`src/rtl/nor_bp_pkg.sv`:
```
package nor_bp_pkg;

    typedef enum logic [3:0] {
        S_IDLE     = 4'd0,
        S_UNLOCK1  = 4'd1,
        S_UNLOCK2  = 4'd2,
        S_BUFCMD   = 4'd3,
        S_COUNTHDR = 4'd4,
        S_LOAD     = 4'd5,
        S_CONFIRM  = 4'd6,
        S_DONE     = 4'd7,
        S_REJECT   = 4'd8
    } seq_state_t;

    localparam logic [15:0] UNLOCK_DATA_A = 16'h00AA;
    localparam logic [15:0] UNLOCK_DATA_B = 16'h0055;
    localparam logic [11:0] UNLOCK_ADR_A  = 12'h555;
    localparam logic [11:0] UNLOCK_ADR_B  = 12'h2AA;
    localparam logic [15:0] BUF_LOAD_CMD  = 16'h0025;
    localparam logic [15:0] BUF_CONF_CMD  = 16'h0029;

endpackage

```
`src/rtl/nor_bp_track.sv`:
```
// Request capture: running word address, last loaded address, beats left.
module nor_bp_track #(
    parameter int ADDR_W    = 24,
    parameter int DATA_W    = 16,
    parameter int CNT_W     = 8,
    parameter int MAX_WORDS = 32
) (
    input  logic              clk,
    input  logic              rst_n,
    input  logic              launch_i,
    input  logic              beat_i,
    input  logic [ADDR_W-1:0] start_addr_i,
    input  logic [CNT_W-1:0]  count_i,
    output logic              count_ok_o,
    output logic              last_beat_o,
    output logic [ADDR_W-1:0] cur_addr_o,
    output logic [ADDR_W-1:0] last_addr_o,
    output logic [DATA_W-1:0] hdr_word_o
);
    localparam logic [CNT_W-1:0] ONE_BEAT = CNT_W'(1);

    logic [CNT_W-1:0] remain_q;

    assign count_ok_o  = (count_i != '0) && (32'(count_i) <= MAX_WORDS);
    assign last_beat_o = (remain_q == ONE_BEAT);

    always_ff @(posedge clk) begin
        if (!rst_n) begin
            cur_addr_o  <= '0;
            last_addr_o <= '0;
            hdr_word_o  <= '0;
            remain_q    <= '0;
        end else if (launch_i) begin
            cur_addr_o  <= start_addr_i;
            last_addr_o <= start_addr_i;
            hdr_word_o  <= DATA_W'(count_i) - DATA_W'(1);
            remain_q    <= count_i;
        end else if (beat_i) begin
            cur_addr_o  <= cur_addr_o + ADDR_W'(1);
            last_addr_o <= cur_addr_o;
            remain_q    <= remain_q - ONE_BEAT;
        end
    end

    // a beat is never taken once the requested words are used up
    p_beats_within_count_r5: assert property (@(posedge clk) disable iff (!rst_n)
        beat_i |-> (remain_q != '0));

    // the word after the final beat records that beat's address
    p_last_addr_tracks_r6: assert property (@(posedge clk) disable iff (!rst_n)
        (beat_i && !launch_i) |=> (last_addr_o == $past(cur_addr_o)));
endmodule

```
`src/rtl/nor_bp_fsm.sv`:
```
// Sequencing state machine and per-state output decode.
module nor_bp_fsm
    import nor_bp_pkg::*;
(
    input  logic       clk,
    input  logic       rst_n,
    input  logic       start_i,
    input  logic       count_ok_i,
    input  logic       in_valid_i,
    input  logic       last_beat_i,
    output seq_state_t state_o,
    output logic       launch_o,
    output logic       beat_o,
    output logic       in_ready_o,
    output logic       wr_stb_o,
    output logic       busy_o,
    output logic       done_o,
    output logic       err_o
);
    seq_state_t state_q, state_d;

    assign state_o = state_q;

    // state register
    always_ff @(posedge clk) begin
        if (!rst_n) state_q <= S_IDLE;
        else        state_q <= state_d;
    end

    // next state
    always_comb begin
        state_d = state_q;
        unique case (state_q)
            S_IDLE:     if (start_i) state_d = count_ok_i ? S_UNLOCK1 : S_REJECT;
            S_UNLOCK1:  state_d = S_UNLOCK2;
            S_UNLOCK2:  state_d = S_BUFCMD;
            S_BUFCMD:   state_d = S_COUNTHDR;
            S_COUNTHDR: state_d = S_LOAD;
            S_LOAD:     if (in_valid_i && last_beat_i) state_d = S_CONFIRM;
            S_CONFIRM:  state_d = S_DONE;
            S_DONE:     state_d = S_IDLE;
            S_REJECT:   state_d = S_IDLE;
            default:    state_d = S_IDLE;
        endcase
    end

    // outputs
    always_comb begin
        launch_o   = 1'b0;
        beat_o     = 1'b0;
        in_ready_o = 1'b0;
        wr_stb_o   = 1'b0;
        busy_o     = 1'b0;
        done_o     = 1'b0;
        err_o      = 1'b0;
        unique case (state_q)
            S_IDLE:     launch_o = start_i && count_ok_i;
            S_UNLOCK1,
            S_UNLOCK2,
            S_BUFCMD,
            S_COUNTHDR,
            S_CONFIRM: begin
                wr_stb_o = 1'b1;
                busy_o   = 1'b1;
            end
            S_LOAD: begin
                in_ready_o = 1'b1;
                beat_o     = in_valid_i;
                wr_stb_o   = in_valid_i;
                busy_o     = 1'b1;
            end
            S_DONE:     done_o = 1'b1;
            S_REJECT:   err_o  = 1'b1;
            default: ;
        endcase
    end

    // a rejection follows an idle request and nothing else
    p_reject_after_request_r7: assert property (@(posedge clk) disable iff (!rst_n)
        (state_q == S_REJECT) |-> ($past(start_i) && !$past(count_ok_i)));

    // a request never restarts an ongoing sequence
    p_start_ignored_busy_r10: assert property (@(posedge clk) disable iff (!rst_n)
        (busy_o && state_q != S_CONFIRM && !(state_q == S_LOAD && in_valid_i && last_beat_i))
            |=> busy_o);
endmodule

```
`src/rtl/nor_bp_wmux.sv`:
```
// Write address/data selection per state.
module nor_bp_wmux
    import nor_bp_pkg::*;
#(
    parameter int ADDR_W = 24,
    parameter int DATA_W = 16
) (
    input  seq_state_t        state_i,
    input  logic [ADDR_W-1:0] cur_addr_i,
    input  logic [ADDR_W-1:0] last_addr_i,
    input  logic [DATA_W-1:0] hdr_word_i,
    input  logic [DATA_W-1:0] in_data_i,
    output logic [ADDR_W-1:0] wr_addr_o,
    output logic [DATA_W-1:0] wr_data_o
);
    localparam logic [ADDR_W-1:0] ADR_A = ADDR_W'(UNLOCK_ADR_A);
    localparam logic [ADDR_W-1:0] ADR_B = ADDR_W'(UNLOCK_ADR_B);

    always_comb begin
        wr_addr_o = '0;
        wr_data_o = '0;
        unique case (state_i)
            S_UNLOCK1: begin
                wr_addr_o = ADR_A;
                wr_data_o = DATA_W'(UNLOCK_DATA_A);
            end
            S_UNLOCK2: begin
                wr_addr_o = ADR_B;
                wr_data_o = DATA_W'(UNLOCK_DATA_B);
            end
            S_BUFCMD: begin
                wr_addr_o = cur_addr_i;
                wr_data_o = DATA_W'(BUF_LOAD_CMD);
            end
            S_COUNTHDR: begin
                wr_addr_o = cur_addr_i;
                wr_data_o = hdr_word_i;
            end
            S_LOAD: begin
                wr_addr_o = cur_addr_i;
                wr_data_o = in_data_i;
            end
            S_CONFIRM: begin
                wr_addr_o = last_addr_i;
                wr_data_o = DATA_W'(BUF_CONF_CMD);
            end
            default: ;
        endcase
    end
endmodule

```
`src/rtl/nor_bufprog_seq.sv`:
```
module nor_bufprog_seq
    import nor_bp_pkg::*;
#(
    parameter int ADDR_W    = 24,
    parameter int DATA_W    = 16,
    parameter int CNT_W     = 8,
    parameter int MAX_WORDS = 32
) (
    input  logic              clk,
    input  logic              rst_n,
    input  logic              start_i,
    input  logic [ADDR_W-1:0] start_addr_i,
    input  logic [CNT_W-1:0]  word_count_i,
    input  logic              in_valid_i,
    input  logic [DATA_W-1:0] in_data_i,
    output logic              in_ready_o,
    output logic              wr_stb_o,
    output logic [ADDR_W-1:0] wr_addr_o,
    output logic [DATA_W-1:0] wr_data_o,
    output logic              busy_o,
    output logic              done_o,
    output logic              err_o
);
    seq_state_t        state;
    logic              launch, beat, count_ok, last_beat;
    logic [ADDR_W-1:0] cur_addr, last_addr;
    logic [DATA_W-1:0] hdr_word;

    nor_bp_fsm u_fsm (
        .clk        (clk),
        .rst_n      (rst_n),
        .start_i    (start_i),
        .count_ok_i (count_ok),
        .in_valid_i (in_valid_i),
        .last_beat_i(last_beat),
        .state_o    (state),
        .launch_o   (launch),
        .beat_o     (beat),
        .in_ready_o (in_ready_o),
        .wr_stb_o   (wr_stb_o),
        .busy_o     (busy_o),
        .done_o     (done_o),
        .err_o      (err_o)
    );

    nor_bp_track #(
        .ADDR_W   (ADDR_W),
        .DATA_W   (DATA_W),
        .CNT_W    (CNT_W),
        .MAX_WORDS(MAX_WORDS)
    ) u_track (
        .clk         (clk),
        .rst_n       (rst_n),
        .launch_i    (launch),
        .beat_i      (beat),
        .start_addr_i(start_addr_i),
        .count_i     (word_count_i),
        .count_ok_o  (count_ok),
        .last_beat_o (last_beat),
        .cur_addr_o  (cur_addr),
        .last_addr_o (last_addr),
        .hdr_word_o  (hdr_word)
    );

    nor_bp_wmux #(
        .ADDR_W(ADDR_W),
        .DATA_W(DATA_W)
    ) u_wmux (
        .state_i    (state),
        .cur_addr_i (cur_addr),
        .last_addr_i(last_addr),
        .hdr_word_i (hdr_word),
        .in_data_i  (in_data_i),
        .wr_addr_o  (wr_addr_o),
        .wr_data_o  (wr_data_o)
    );

    // the stream is only opened while a sequence is running
    p_ready_only_busy_r8: assert property (@(posedge clk) disable iff (!rst_n)
        in_ready_o |-> busy_o);

    // a stalled payload cycle writes nothing
    p_stall_no_write_r8: assert property (@(posedge clk) disable iff (!rst_n)
        (in_ready_o && !in_valid_i) |-> !wr_stb_o);

    // back-to-back payload writes step the address by one word
    p_addr_step_r5: assert property (@(posedge clk) disable iff (!rst_n)
        (wr_stb_o && in_ready_o && $past(wr_stb_o && in_ready_o))
            |-> (wr_addr_o == $past(wr_addr_o) + ADDR_W'(1)));

    // completion follows a confirm write
    p_done_after_confirm_r9: assert property (@(posedge clk) disable iff (!rst_n)
        done_o |-> $past(wr_stb_o && !in_ready_o && wr_data_o == DATA_W'(BUF_CONF_CMD)));

    // completion is a single-cycle pulse
    p_done_single_r9: assert property (@(posedge clk) disable iff (!rst_n)
        done_o |=> !done_o);

    // a rejection is silent on the bus
    p_err_quiet_r7: assert property (@(posedge clk) disable iff (!rst_n)
        err_o |-> (!wr_stb_o && !in_ready_o && !busy_o));
endmodule

```
`config.mk`:
```
export PLATFORM = sky130hd
export DESIGN_NAME = nor_bufprog_seq
export DESIGN_NICKNAME = d
export VERILOG_FILES = /design/src/rtl/nor_bp_pkg.sv /design/src/rtl/nor_bp_track.sv /design/src/rtl/nor_bp_fsm.sv /design/src/rtl/nor_bp_wmux.sv /design/src/rtl/nor_bufprog_seq.sv
export SDC_FILE = /design/constraint.sdc
export NUM_CORES = 1
export LEC_CHECK = 0
export BUFFER_PORTS_ARGS = -buffer_cell sky130_fd_sc_hd__clkbuf_2
export CAP_MARGIN = 5
export CELL_PAD_IN_SITES_DETAIL_PLACEMENT = 2
export CELL_PAD_IN_SITES_GLOBAL_PLACEMENT = 2
export CORE_ASPECT_RATIO = 0.75
export CORE_MARGIN = 2
export CORE_UTILIZATION = 31
export DETAILED_ROUTE_END_ITERATION = 8
export PLACE_DENSITY_LB_ADDON = 0.2
export SLEW_MARGIN = 20
export SYNTH_ARGS = -nofsm -noshare
export SYNTH_HDL_FRONTEND = slang
export SYNTH_SLANG_ARGS = --single-unit
```
`constraint.sdc`:
```
create_clock -name clk -period 2.2 [get_ports clk]
set_input_delay 0.11 -clock clk [delete_from_list [all_inputs] [get_ports clk]]
set_output_delay 0.11 -clock clk [all_outputs]
set_load 0.05 [all_outputs]
```
Word level (Yosys, flattened, before mapping)

Index checks and enable logic that the tools add are counted.

Register bits: 76
Input port bits: 52
Output and inout bits: 45
Logic and storage cells: 49

Add/sub/neg operators: 3
Magnitude comparators: 1
Equality and inequality tests: 11
Multiplexer cells: 19
Reduce and logical (&&, ||, !) cells: 10

Operators with widths:

| cell                  | number |
|---|---|
| $mux 24               | 4 |
| $pmux 16 s6           | 1 |
| $pmux 24 s4           | 1 |
| $pmux 4 s7            | 1 |
| $add 24x1->24 const B | 1 |
| $eq 4x3->1 const B    | 4 |
| $mux 8                | 2 |
| $mux 4                | 3 |
| $sub 8x1->9 const B   | 1 |
| $eq 4x2->1 const B    | 2 |
| $eq 8x1->1 const B    | 1 |
| $le 8x6->1 const B    | 1 |
| $reduce_bool 8->1     | 1 |
| $sub 8x1->8 const B   | 1 |
| $mux 1                | 6 |
| $reduce_or 6->1       | 1 |
| $reduce_or 5->1       | 1 |
| $eq 4x1->1 const B    | 1 |
| $eq 4x4->1 const B    | 1 |
| $logic_not 4->1       | 1 |
| $logic_and 1x1->1     | 3 |
| $reduce_or 3->1       | 1 |
| $ne 2x1->1 const B    | 1 |
| $ne 2x2->1 const B    | 1 |
| 3 further kinds       | 3 |

Depth between registers and ports, before layout

Gate-level depths: netlist of the first run.

Word-level depth: 5
Depth in mapped cells: 8
Depth with buffers taken out: 6

Modules after synthesis

Synthesis of the first run repeated with hierarchy kept, for this count alone.

Cells, all modules: 560
Area, all modules: 4349.2 um^2

Modules (own cells, without submodules):

| module       | times used | cells an instance | area an instance (um^2) | seq. area each (um^2) |
|---|---|---|---|---|
| nor_bp_track | 1          | 367               | 3143.0                  | 1301.2 |
| nor_bp_wmux  | 1          | 162               | 928.4                   | 0.0 |
| nor_bp_fsm   | 1          | 31                | 277.8                   | 80.1 |

Least setup slack after synthesis of the first run

No wires, ideal clock.

Path kind: register to output
From: register u_fsm.state_q[1] (netlist: u_fsm.state_o[1])
To: output port wr_data_o[5]
Arrival: 2218 ps
Required time: 2090 ps
Path slack: -128 ps
Cell stages (with the launch flop): 6
Path buffers: 2
Cell sequence: dfxtp_1 > clkbuf_1 > inv_1 > clkbuf_1 > nand2_1 > a311oi_1

Cells in the longest elaborated chain, start to end: 2
Elaborated cells between the ends (all ways): 7
Those cells by class: eq/ne (6); mux (1)

RTL lines:

| element                            | RTL line              | RTL |
|---|---|---|
| start: declaration                 | nor_bp_fsm.sv:20      | `seq_state_t state_q, state_d;` |
| start signal: assignment           | nor_bp_fsm.sv:27      | `else state_q <= state_d;` |
| $eq 4x3->1 (tied with other cells) | nor_bp_wmux.sv:22     | `unique case (state_i)` |
| $pmux 16 s6 (*)                    | nor_bp_wmux.sv:22     |  |
| end: declaration                   | nor_bufprog_seq.sv:19 | `output logic [DATA_W-1:0] wr_data_o,` |

Every way passes the cells marked *; elsewhere a longest branch is shown, timed or not.

Final worst setup path of the first run

From: register u_fsm.state_q[1] (netlist: u_fsm.state_o[1])
To: output port wr_addr_o[2]

Cells in the longest elaborated chain, start to end: 3
Elaborated cells between the ends (all ways): 8
Those cells by class: eq/ne (6); mux (1); reduce/logical (1)

RTL lines:

| element                                         | RTL line              | RTL |
|---|---|---|
| $eq 4x2->1 / $eq 4x3->1 (equally long branches) | nor_bp_wmux.sv:22     |  |
| $reduce_or 3->1 (no line)                       | n/a                   |  |
| $pmux 24 s4 (*)                                 | nor_bp_wmux.sv:22     |  |
| end: declaration                                | nor_bufprog_seq.sv:18 | `output logic [ADDR_W-1:0] wr_addr_o,` |

Marked as above.

==> results list, run 1 <==
* Result of the run: finished clean
- Final cell count without fillers: 877
- Max-slew headroom: 0.427
- The signal on the critical path passes through buf_4, nor2b_1, buf_4, a22o_1, nand2_1, a21oi_1, buf_4.
- The tree built by TritonCTS fans out to 69 sinks.
- Static Leak: 2.24 nW
* Routed wire length: 21.7 mm
- TritonCTS built the clock tree.
- After detailed routing, the number of vias per cell comes to 6.14.
- Share of synthesized area occupied by flip-flops and latches: 0.309
- A synthesized cell averages 7.46 sq um.
* Overflow after GRT: 0
- Subtracting the final worst setup slack from the clock period gives 2.11 ns.
* Initial cell density of the core: 0.322
- The internal power of the cells totals 2.60 mW.
- Entering global routing, the biggest net connects 41 pins.
- For this run, the total global-route usage over all layers was measured as 0.286.
- Clock-pin transition on the worst setup and hold timing paths: 0.06 ns
* Power per unit of standard cell area: 585 nW/um^2
- Element type at the critical path start: register
- The worst setup path is captured at a primary output.
- Flip-flop and latch count after synthesis: 69
- Number of antenna violations at the first check in global routing: 0
- At the end of routability-driven placement, the weighted congestion stood at 0.893.
- Via count of the first global-routing pass: 5,918
- The number of hold-slack violations in the final timing report was 0.
- Num CTS Buffers: 9
* Total setup violations reported at the end of the flow: 0
- Instance count after placement with tap cells included: 860
- The critical path is of the register to primary output type.
- Timing would allow up to 475 MHz.
- Count of input and output buffers: 96
- Final cycle utilization of the critical path: 0.957
- Maximum fanout count along the critical path: 20
- Synth warn: 0
* Met2 routing resource usage after global routing: 0.482
* Largest delay contributor family on the critical path: buffers and inverters
- Detailed placement ended at an HPWL of 15.0 mm.
- Total core area: 13,900 sq um
- The final layout contains 754 nets.
- Worst reg2reg setup slack: 0.12 ns
- After global routing, the most crowded layer is met2.
- Required time at the endpoint of the critical path: 2.09 ns
- Number of iterations in the first detailed-routing pass: 5
* Net Switching: 0.969 mW
* Clock skew: 0.00711 ns
* Worst path max stage delay: 0.33 ns
- Summing all flip-flop and latch instances after layout gives 1380 sq um.
* Most frequently used flop master after synthesis: sky130_fd_sc_hd__dfxtp_1
- Pin placement for this block handled 97 I/O pins.
* Most common cell after layout, fill and taps aside: sky130_fd_sc_hd__clkbuf_2
- Crit path max-delay cell type: sky130_fd_sc_hd__dfxtp_1
- Via count: 5,385
- Fraction of layout cells with a size suffix above 1: 0.264
- After the first detailed-routing iteration, the DRC count stood at 285.
- The critical path contains buffers and inverters numbering 3 combined.
- Sequential fraction of design power: 0.372
- Post-synthesis instance area: 4470 sq um
* Average routed wire per standard cell: 24.7 um
- The design draws 3.57 mW.
- VDD sags by at most 0.331 mV.
* Share of power burned in combinational logic: 0.145
- Number of buffers inserted to repair setup after CTS: 0
- From synthesis to final layout, the design area changed by 36.7%.
- At the worst endpoint, the arrival time is 2.00 ns.
- Commonest non-fill, non-tap cells in the layout: sky130_fd_sc_hd__clkbuf_2, sky130_fd_sc_hd__dfxtp_1, sky130_fd_sc_hd__nand2_1
- The repair_antennas step left the layout with diodes totalling 0.
* Area enclosed by the die boundary: 15,400 sq um
* Post-Synthesis Cells: 599
* Number of H-tree levels: 3
- Final Hold Slack: 0.0529 ns
- Die height: 108 um
- Reported max-cap violation count: 0
- Maximum clock path buffer count: 2
- Cell at the root of the clock tree: sky130_fd_sc_hd__clkbuf_16
- For met1 alone, demand over resource in global routing was 0.375.
* Wire length of the first global-routing pass: 34.0 mm
* Clock power share: 0.482
- Switching Fraction: 0.271
- Summing all multi-input logic gate instances after layout gives 2800 sq um.
- The min-delay analysis places its worst path in the category input pin to register.
* Setup repair after global routing missed its margin: yes
* Number of different library cells in the post-synthesis netlist: 55
- The count of final max-slew check failures was 0.
- Row generation in the floorplan step produced 37 rows.
- Remaining antenna violation count: 0
* Count of unresolved DRC violations after routing: 0
- Most frequent CP cell: sky130_fd_sc_hd__buf_4
* Net Count, Synth: 656
- Fill cell count: 1,550
* Met3 Track Usage GR: 0.0492
- Post-CTS Hold Buffers: 0
- Later-pin clock latency in the skew report: 0.35 ns
* Proportion of register bits with asynchronous set or reset after synthesis: 0
- Transition time at the pin with the least slew margin: 0.852 ns
- Yosys mapped a number of flops with a built-in enable equal to 0.
- Measured along the x axis, the die boundary spans 143 um.
[cell usage after synthesis, types with 4 or more instances]
cell | n | area share
sky130_fd_sc_hd__a211oi_1 | 13 | 0.022
sky130_fd_sc_hd__a21oi_1 | 41 | 0.046
sky130_fd_sc_hd__a22o_1 | 20 | 0.039
sky130_fd_sc_hd__a22oi_1 | 8 | 0.013
sky130_fd_sc_hd__a311oi_1 | 4 | 0.0078
sky130_fd_sc_hd__a31oi_1 | 26 | 0.036
sky130_fd_sc_hd__a32oi_1 | 4 | 0.0078
sky130_fd_sc_hd__buf_1 | 4 | 0.0034
sky130_fd_sc_hd__buf_2 | 11 | 0.012
sky130_fd_sc_hd__clkbuf_1 | 43 | 0.036
sky130_fd_sc_hd__dfxtp_1 | 69 | 0.31
sky130_fd_sc_hd__ha_1 | 5 | 0.014
sky130_fd_sc_hd__inv_1 | 22 | 0.018
sky130_fd_sc_hd__nand2_1 | 59 | 0.050
sky130_fd_sc_hd__nand2b_1 | 5 | 0.0070
sky130_fd_sc_hd__nand3_1 | 39 | 0.044
sky130_fd_sc_hd__nand4_1 | 6 | 0.0084
sky130_fd_sc_hd__nor2_1 | 36 | 0.030
sky130_fd_sc_hd__nor2b_1 | 13 | 0.018
sky130_fd_sc_hd__nor3_1 | 14 | 0.016
sky130_fd_sc_hd__nor3b_1 | 4 | 0.0067
sky130_fd_sc_hd__nor4_1 | 13 | 0.018
sky130_fd_sc_hd__o211ai_1 | 19 | 0.032
sky130_fd_sc_hd__o21ai_0 | 22 | 0.025
sky130_fd_sc_hd__o22ai_1 | 5 | 0.0070
sky130_fd_sc_hd__o31ai_1 | 27 | 0.045
sky130_fd_sc_hd__or3_1 | 5 | 0.0070
sky130_fd_sc_hd__or4_1 | 8 | 0.013
sky130_fd_sc_hd__xnor2_1 | 12 | 0.024
[worst paths after layout]
path                                              start                 endpoint  depth (start not counted)
worst min-delay path                   start_addr_i[16]  u_track.last_addr_o[16]                          3
worst max-delay path                   u_fsm.state_o[1]             wr_addr_o[2]                          7
worst max register to register         u_fsm.state_o[0]    u_track.cur_addr_o[1]                          7
worst min register to register  u_track.last_addr_o[23]  u_track.last_addr_o[23]                          2
[metal layers]
metal	part of all wire	wire (um)
met1	0.46	9920
met2	0.48	10400
met3	0.036	787
met4	0.024	528
met5	0	0
[worst register-to-register path, delay by kind of cell, from the launching register on]
family / cells / cell delay (ns)
AO/OA/AOI/OAI: 1 / 0.30
buffers and inverters: 3 / 0.71
flip-flops: 1 / 0.34
AND/OR/NAND/NOR: 3 / 0.62
[through the flow]
stage | area (sq um) | setup TNS (ns) | setup WS, ns | util
global placement | 5690 | 0 | 0.123 | 0.410
floorplan | 4490 | 0 | 0.0777 | -
detailed placement | 5690 | 0 | 0.0379 | 0.410
global route | 6110 | -0.0481 | -0.0380 | 0.440
CTS | 6070 | 0 | 0.00845 | 0.437
finish | 6110 | 0 | 0.0949 | 0.440
[kinds of logic (layout without fill, tap and decap cells)]
group / after synthesis / count (layout) / share of synthesized area
AOI/OAI and AO/OA: 205 / 205 / 0.314
xor gates and xnor gates: 15 / 15 / 0.0294
adders and majority gates: 5 / 5 / 0.0140
buffers and inverters: 87 / 190 / 0.0803
DFF: 69 / 69 / 0.309
muxes: 3 / 3 / 0.00728
and+or+nand+nor: 215 / 215 / 0.246
[repair_timing]
item | CTS | global route
resized for setup | 12 | 9
endpoints found under the setup margin | 27 | 29
cloned | 0 | 1
[state kept, by name, indices dropped and copies added, names as in the netlist]
name / flops
u_track.last_addr_o: 24
u_track.hdr_word_o: 9
u_track.cur_addr_o: 24
u_track.remain_q: 8
u_fsm.state_o: 4
[power by group through the flow]
| stage | Combinational, mW | Clock, mW | Sequential [mW] |
|---|---|---|---|
| after floorplan | 0.284 | 0 | 1.34 |
| after detailed placement | 0.501 | 0 | 1.35 |
| after CTS | 0.512 | 1.73 | 1.33 |
| after global placement | 0.478 | 0 | 1.35 |
| final | 0.519 | 1.72 | 1.33 |
| after global routing | 0.552 | 1.80 | 1.33 |
[final cells by class]
class                   instances  share of cell area
multi-input cells             443               0.458
flip-flops and latches         69               0.226
clock inverters                 4              0.0156
well taps                     175              0.0358
clock buffers                  12              0.0403
repair buffers                151               0.210
inverters                      23              0.0141
No activity file was read; power rests on OpenSTA's default activity.
==> run 2: changes to the inputs <==
--- a/config.mk
+++ b/config.mk
@@ -14,6 +14,7 @@
 export CORE_UTILIZATION = 31
 export DETAILED_ROUTE_END_ITERATION = 8
 export PLACE_DENSITY_LB_ADDON = 0.2
+export REMOVE_ABC_BUFFERS = 1
 export SLEW_MARGIN = 20
 export SYNTH_ARGS = -nofsm -noshare
 export SYNTH_HDL_FRONTEND = slang
==> run 2 against run 1 <==
Against the previous run: non-clock buffer count increased by 4; combinational power is 2% higher; first-iteration DRC count increased by 16%; hold slack better by 0.0071 ns; register-to-register slack is essentially flat; clock skew barely moved; critical endpoint is now wr_data_o[13].
==> results list, run 2 (synthesis gave the netlist of run 1 again) <==
- The placed instances occupy a cell area of 5760 sq um.
- TritonCTS built the clock tree.
- Worst path max stage delay: 0.43 ns
* Net Switching: 0.957 mW
* Iteration-0 DRC count of the detailed router: 332
- The clock drives 69 sinks.
* Via count: 5,373
- Clock-pin transition on the worst setup and hold timing paths: 0.06 ns
* Final cycle utilization of the critical path: 0.956
- Maximum fanout count along the critical path: 19
- Based on the critical path, the design can be clocked at up to 476 MHz.
- Maximum number of pins on one net before global-route repair: 48
* Number of iterations in the first detailed-routing pass: 5
- Element type at the critical path start: register
* Clock power share: 0.468
* Count of input and output buffers: 96
- Clock tree synthesis selected as its root buffer the cell sky130_fd_sc_hd__clkbuf_16.
- The detail route stage leaves a number of antenna-violating nets equal to 0.
- Crit path max-delay cell type: sky130_fd_sc_hd__dfxtp_2
* Number of buffers inserted to repair setup after CTS: 0
- Most common cell after layout, fill and taps aside: sky130_fd_sc_hd__dfxtp_1
* Initial cell density of the core: 0.322
- Total setup violations reported at the end of the flow: 0
- Transition time at the pin with the least slew margin: 0.647 ns
- Via-per-instance ratio: 6.09
- Max-slew headroom: 0.566
- Switching Fraction: 0.275
* Area enclosed by the die boundary: 15,400 sq um
- Die width: 143 um
- Power per unit of standard cell area: 564 nW/um^2
- Worst path cell trace: buf_12, nor2b_2, buf_4, nand3_2, nand2_1, buf_2
- HPWL after DPL: 14.5 mm
* Final Hold Vio Count: 0
- Later-pin clock latency in the skew report: 0.34 ns
* Share of power burned in combinational logic: 0.151
* Worst setup slack after layout: 0.0971 ns
- Die height: 108 um
* Time the final worst path needs with I/O delays and setup: 2.10 ns
- In this run the number of H-tree levels came out at 3.
* Overflow after GRT: 0
- Setup CP Type: register to primary output
- From synthesis to final layout, the design area changed by 38.3%.
* Sequential fraction of design power: 0.381
- Count of unresolved DRC violations after routing: 0
- Reported max-cap violation count: 0
- Average routed wire per standard cell: 24.3 um
* Commonest non-fill, non-tap cells in the layout: sky130_fd_sc_hd__dfxtp_1, sky130_fd_sc_hd__clkbuf_2, sky130_fd_sc_hd__nand2_1
- The count of final max-slew check failures came to 0.
* Num CTS Buffers: 9
* Maximum clock path buffer count: 2
- The largest registers in the layout are u_track.cur_addr_o (24), u_track.last_addr_o (24), u_track.hdr_word_o (9).
* Cell area after layout: 6180 sq um
- In the final layout, the share of cells above drive strength 1 is 0.263.
* VDD IR-drop max: 0.412 mV
- Cell internal power was estimated by the tool at 2.53 mW.
* Count of boundary I/O pins: 97
- Floorplan row count: 37
- Counting the fill cells in the layout gives 1,581.
- Across every metal layer, demand over resource in global routing totals 0.278.
- Among cell families on the critical path, the largest total delay comes from buffers and inverters.
- Result of the run: finished clean
* Static Leak: 2.27 nW
- Worst slack at placement: 0.119 ns
- Routed wire length: 21.4 mm
* Data arrival time of the worst path: 1.99 ns
* Required time at the endpoint of the critical path: 2.09 ns
- Kind of capture point of the worst setup path: primary output
* Clock skew: 0.00685 ns
* WP buf/inv: 3
- Number of antenna violations at the first check in global routing: 0
* Via count of the first global-routing pass: 5,765
* Total core area: 13,900 sq um
- In this run the worst hold path is classified as input pin to register.
- The first global-routing pass estimated 33.2 mm of wire.
* Nets@finish: 758
- The congestion estimate from routability-driven global placement came to 0.883.
## run 2: changes by cell type in the layout (fill, tap and decap cells not counted), sizes merged
cell | before | now
buf | 78 | 85
bufinv | 3 | 2
clkbuf | 85 | 82
clkinv | 2 | 3
diode | 0 | 1
## run 2: routing by layer
layer / share of wire / track usage / vias to the layer above
li1: - / - / 2444
met2: 0.50 / 0.477 / 141
met1: 0.44 / 0.363 / 2761
met4: 0.013 / 0.0615 / 0
met5: 0 / 0 / -
met3: 0.045 / 0.0531 / 27
## run 2: cell type report
class | count | area, sq um | share of cell area
tap | 175 | 219 | 0.0354
inverter | 23 | 86.3 | 0.0140
clock buffer | 12 | 256 | 0.0415
antenna | 1 | 2.50 | 0.000405
clock inverter | 4 | 70.1 | 0.0113
multi-input combinational | 443 | 2780 | 0.450
timing repair buffer | 155 | 1390 | 0.224
sequential | 69 | 1380 | 0.224
## run 2: worst paths after layout
| kind | from | endpoint | slack (ns) | cells past startpoint |
|---|---|---|---|---|
| setup reg to reg | u_track.cur_addr_o[0] | u_track.cur_addr_o[18] | 0.11 | 5 |
| setup / recovery | u_fsm.state_o[2] | wr_data_o[13] | 0.1 | 6 |
| hold reg to reg | u_track.last_addr_o[12] | u_track.last_addr_o[12] | 0.46 | 2 |
| hold / removal | start_addr_i[8] | u_track.last_addr_o[8] | 0.06 | 3 |
## run 2: stage by stage
stage / util / TNS, ns / power, mW / hold slack, ns / std cells
final: 0.445 / 0 / 3.48 / 0.0600 / 882
after detailed placement: 0.415 / 0 / 1.86 / 0.406 / 864
after CTS: 0.441 / 0 / 3.49 / 0.0536 / 880
after global routing: 0.445 / -0.00429 / 3.59 / 0.0656 / 881
after global placement: 0.415 / 0 / 1.83 / 0.390 / 864
after floorplan: - / -91.91 / 1.59 / 0.228 / 535
## run 2: timing repair
item / CTS / global route
gates resized for setup: 11 / 10
hold buffers: 0 / 0
gates cloned: 0 / 1
endpoints found under the setup margin: 24 / 40
## run 2: worst min-delay path, cell delays in order
cell                       delay, ns
sky130_fd_sc_hd__clkbuf_2       0.09
sky130_fd_sc_hd__nand3_1        0.06
sky130_fd_sc_hd__a31oi_1        0.08
## run 2: power groups by stage
stage	clock [mW]	sequential (mW)	combinational, mW
final	1.63	1.33	0.527
after global routing	1.69	1.33	0.563
after CTS	1.65	1.33	0.518
after detailed placement	0	1.35	0.506
after global placement	0	1.35	0.485
after floorplan	0	1.36	0.227
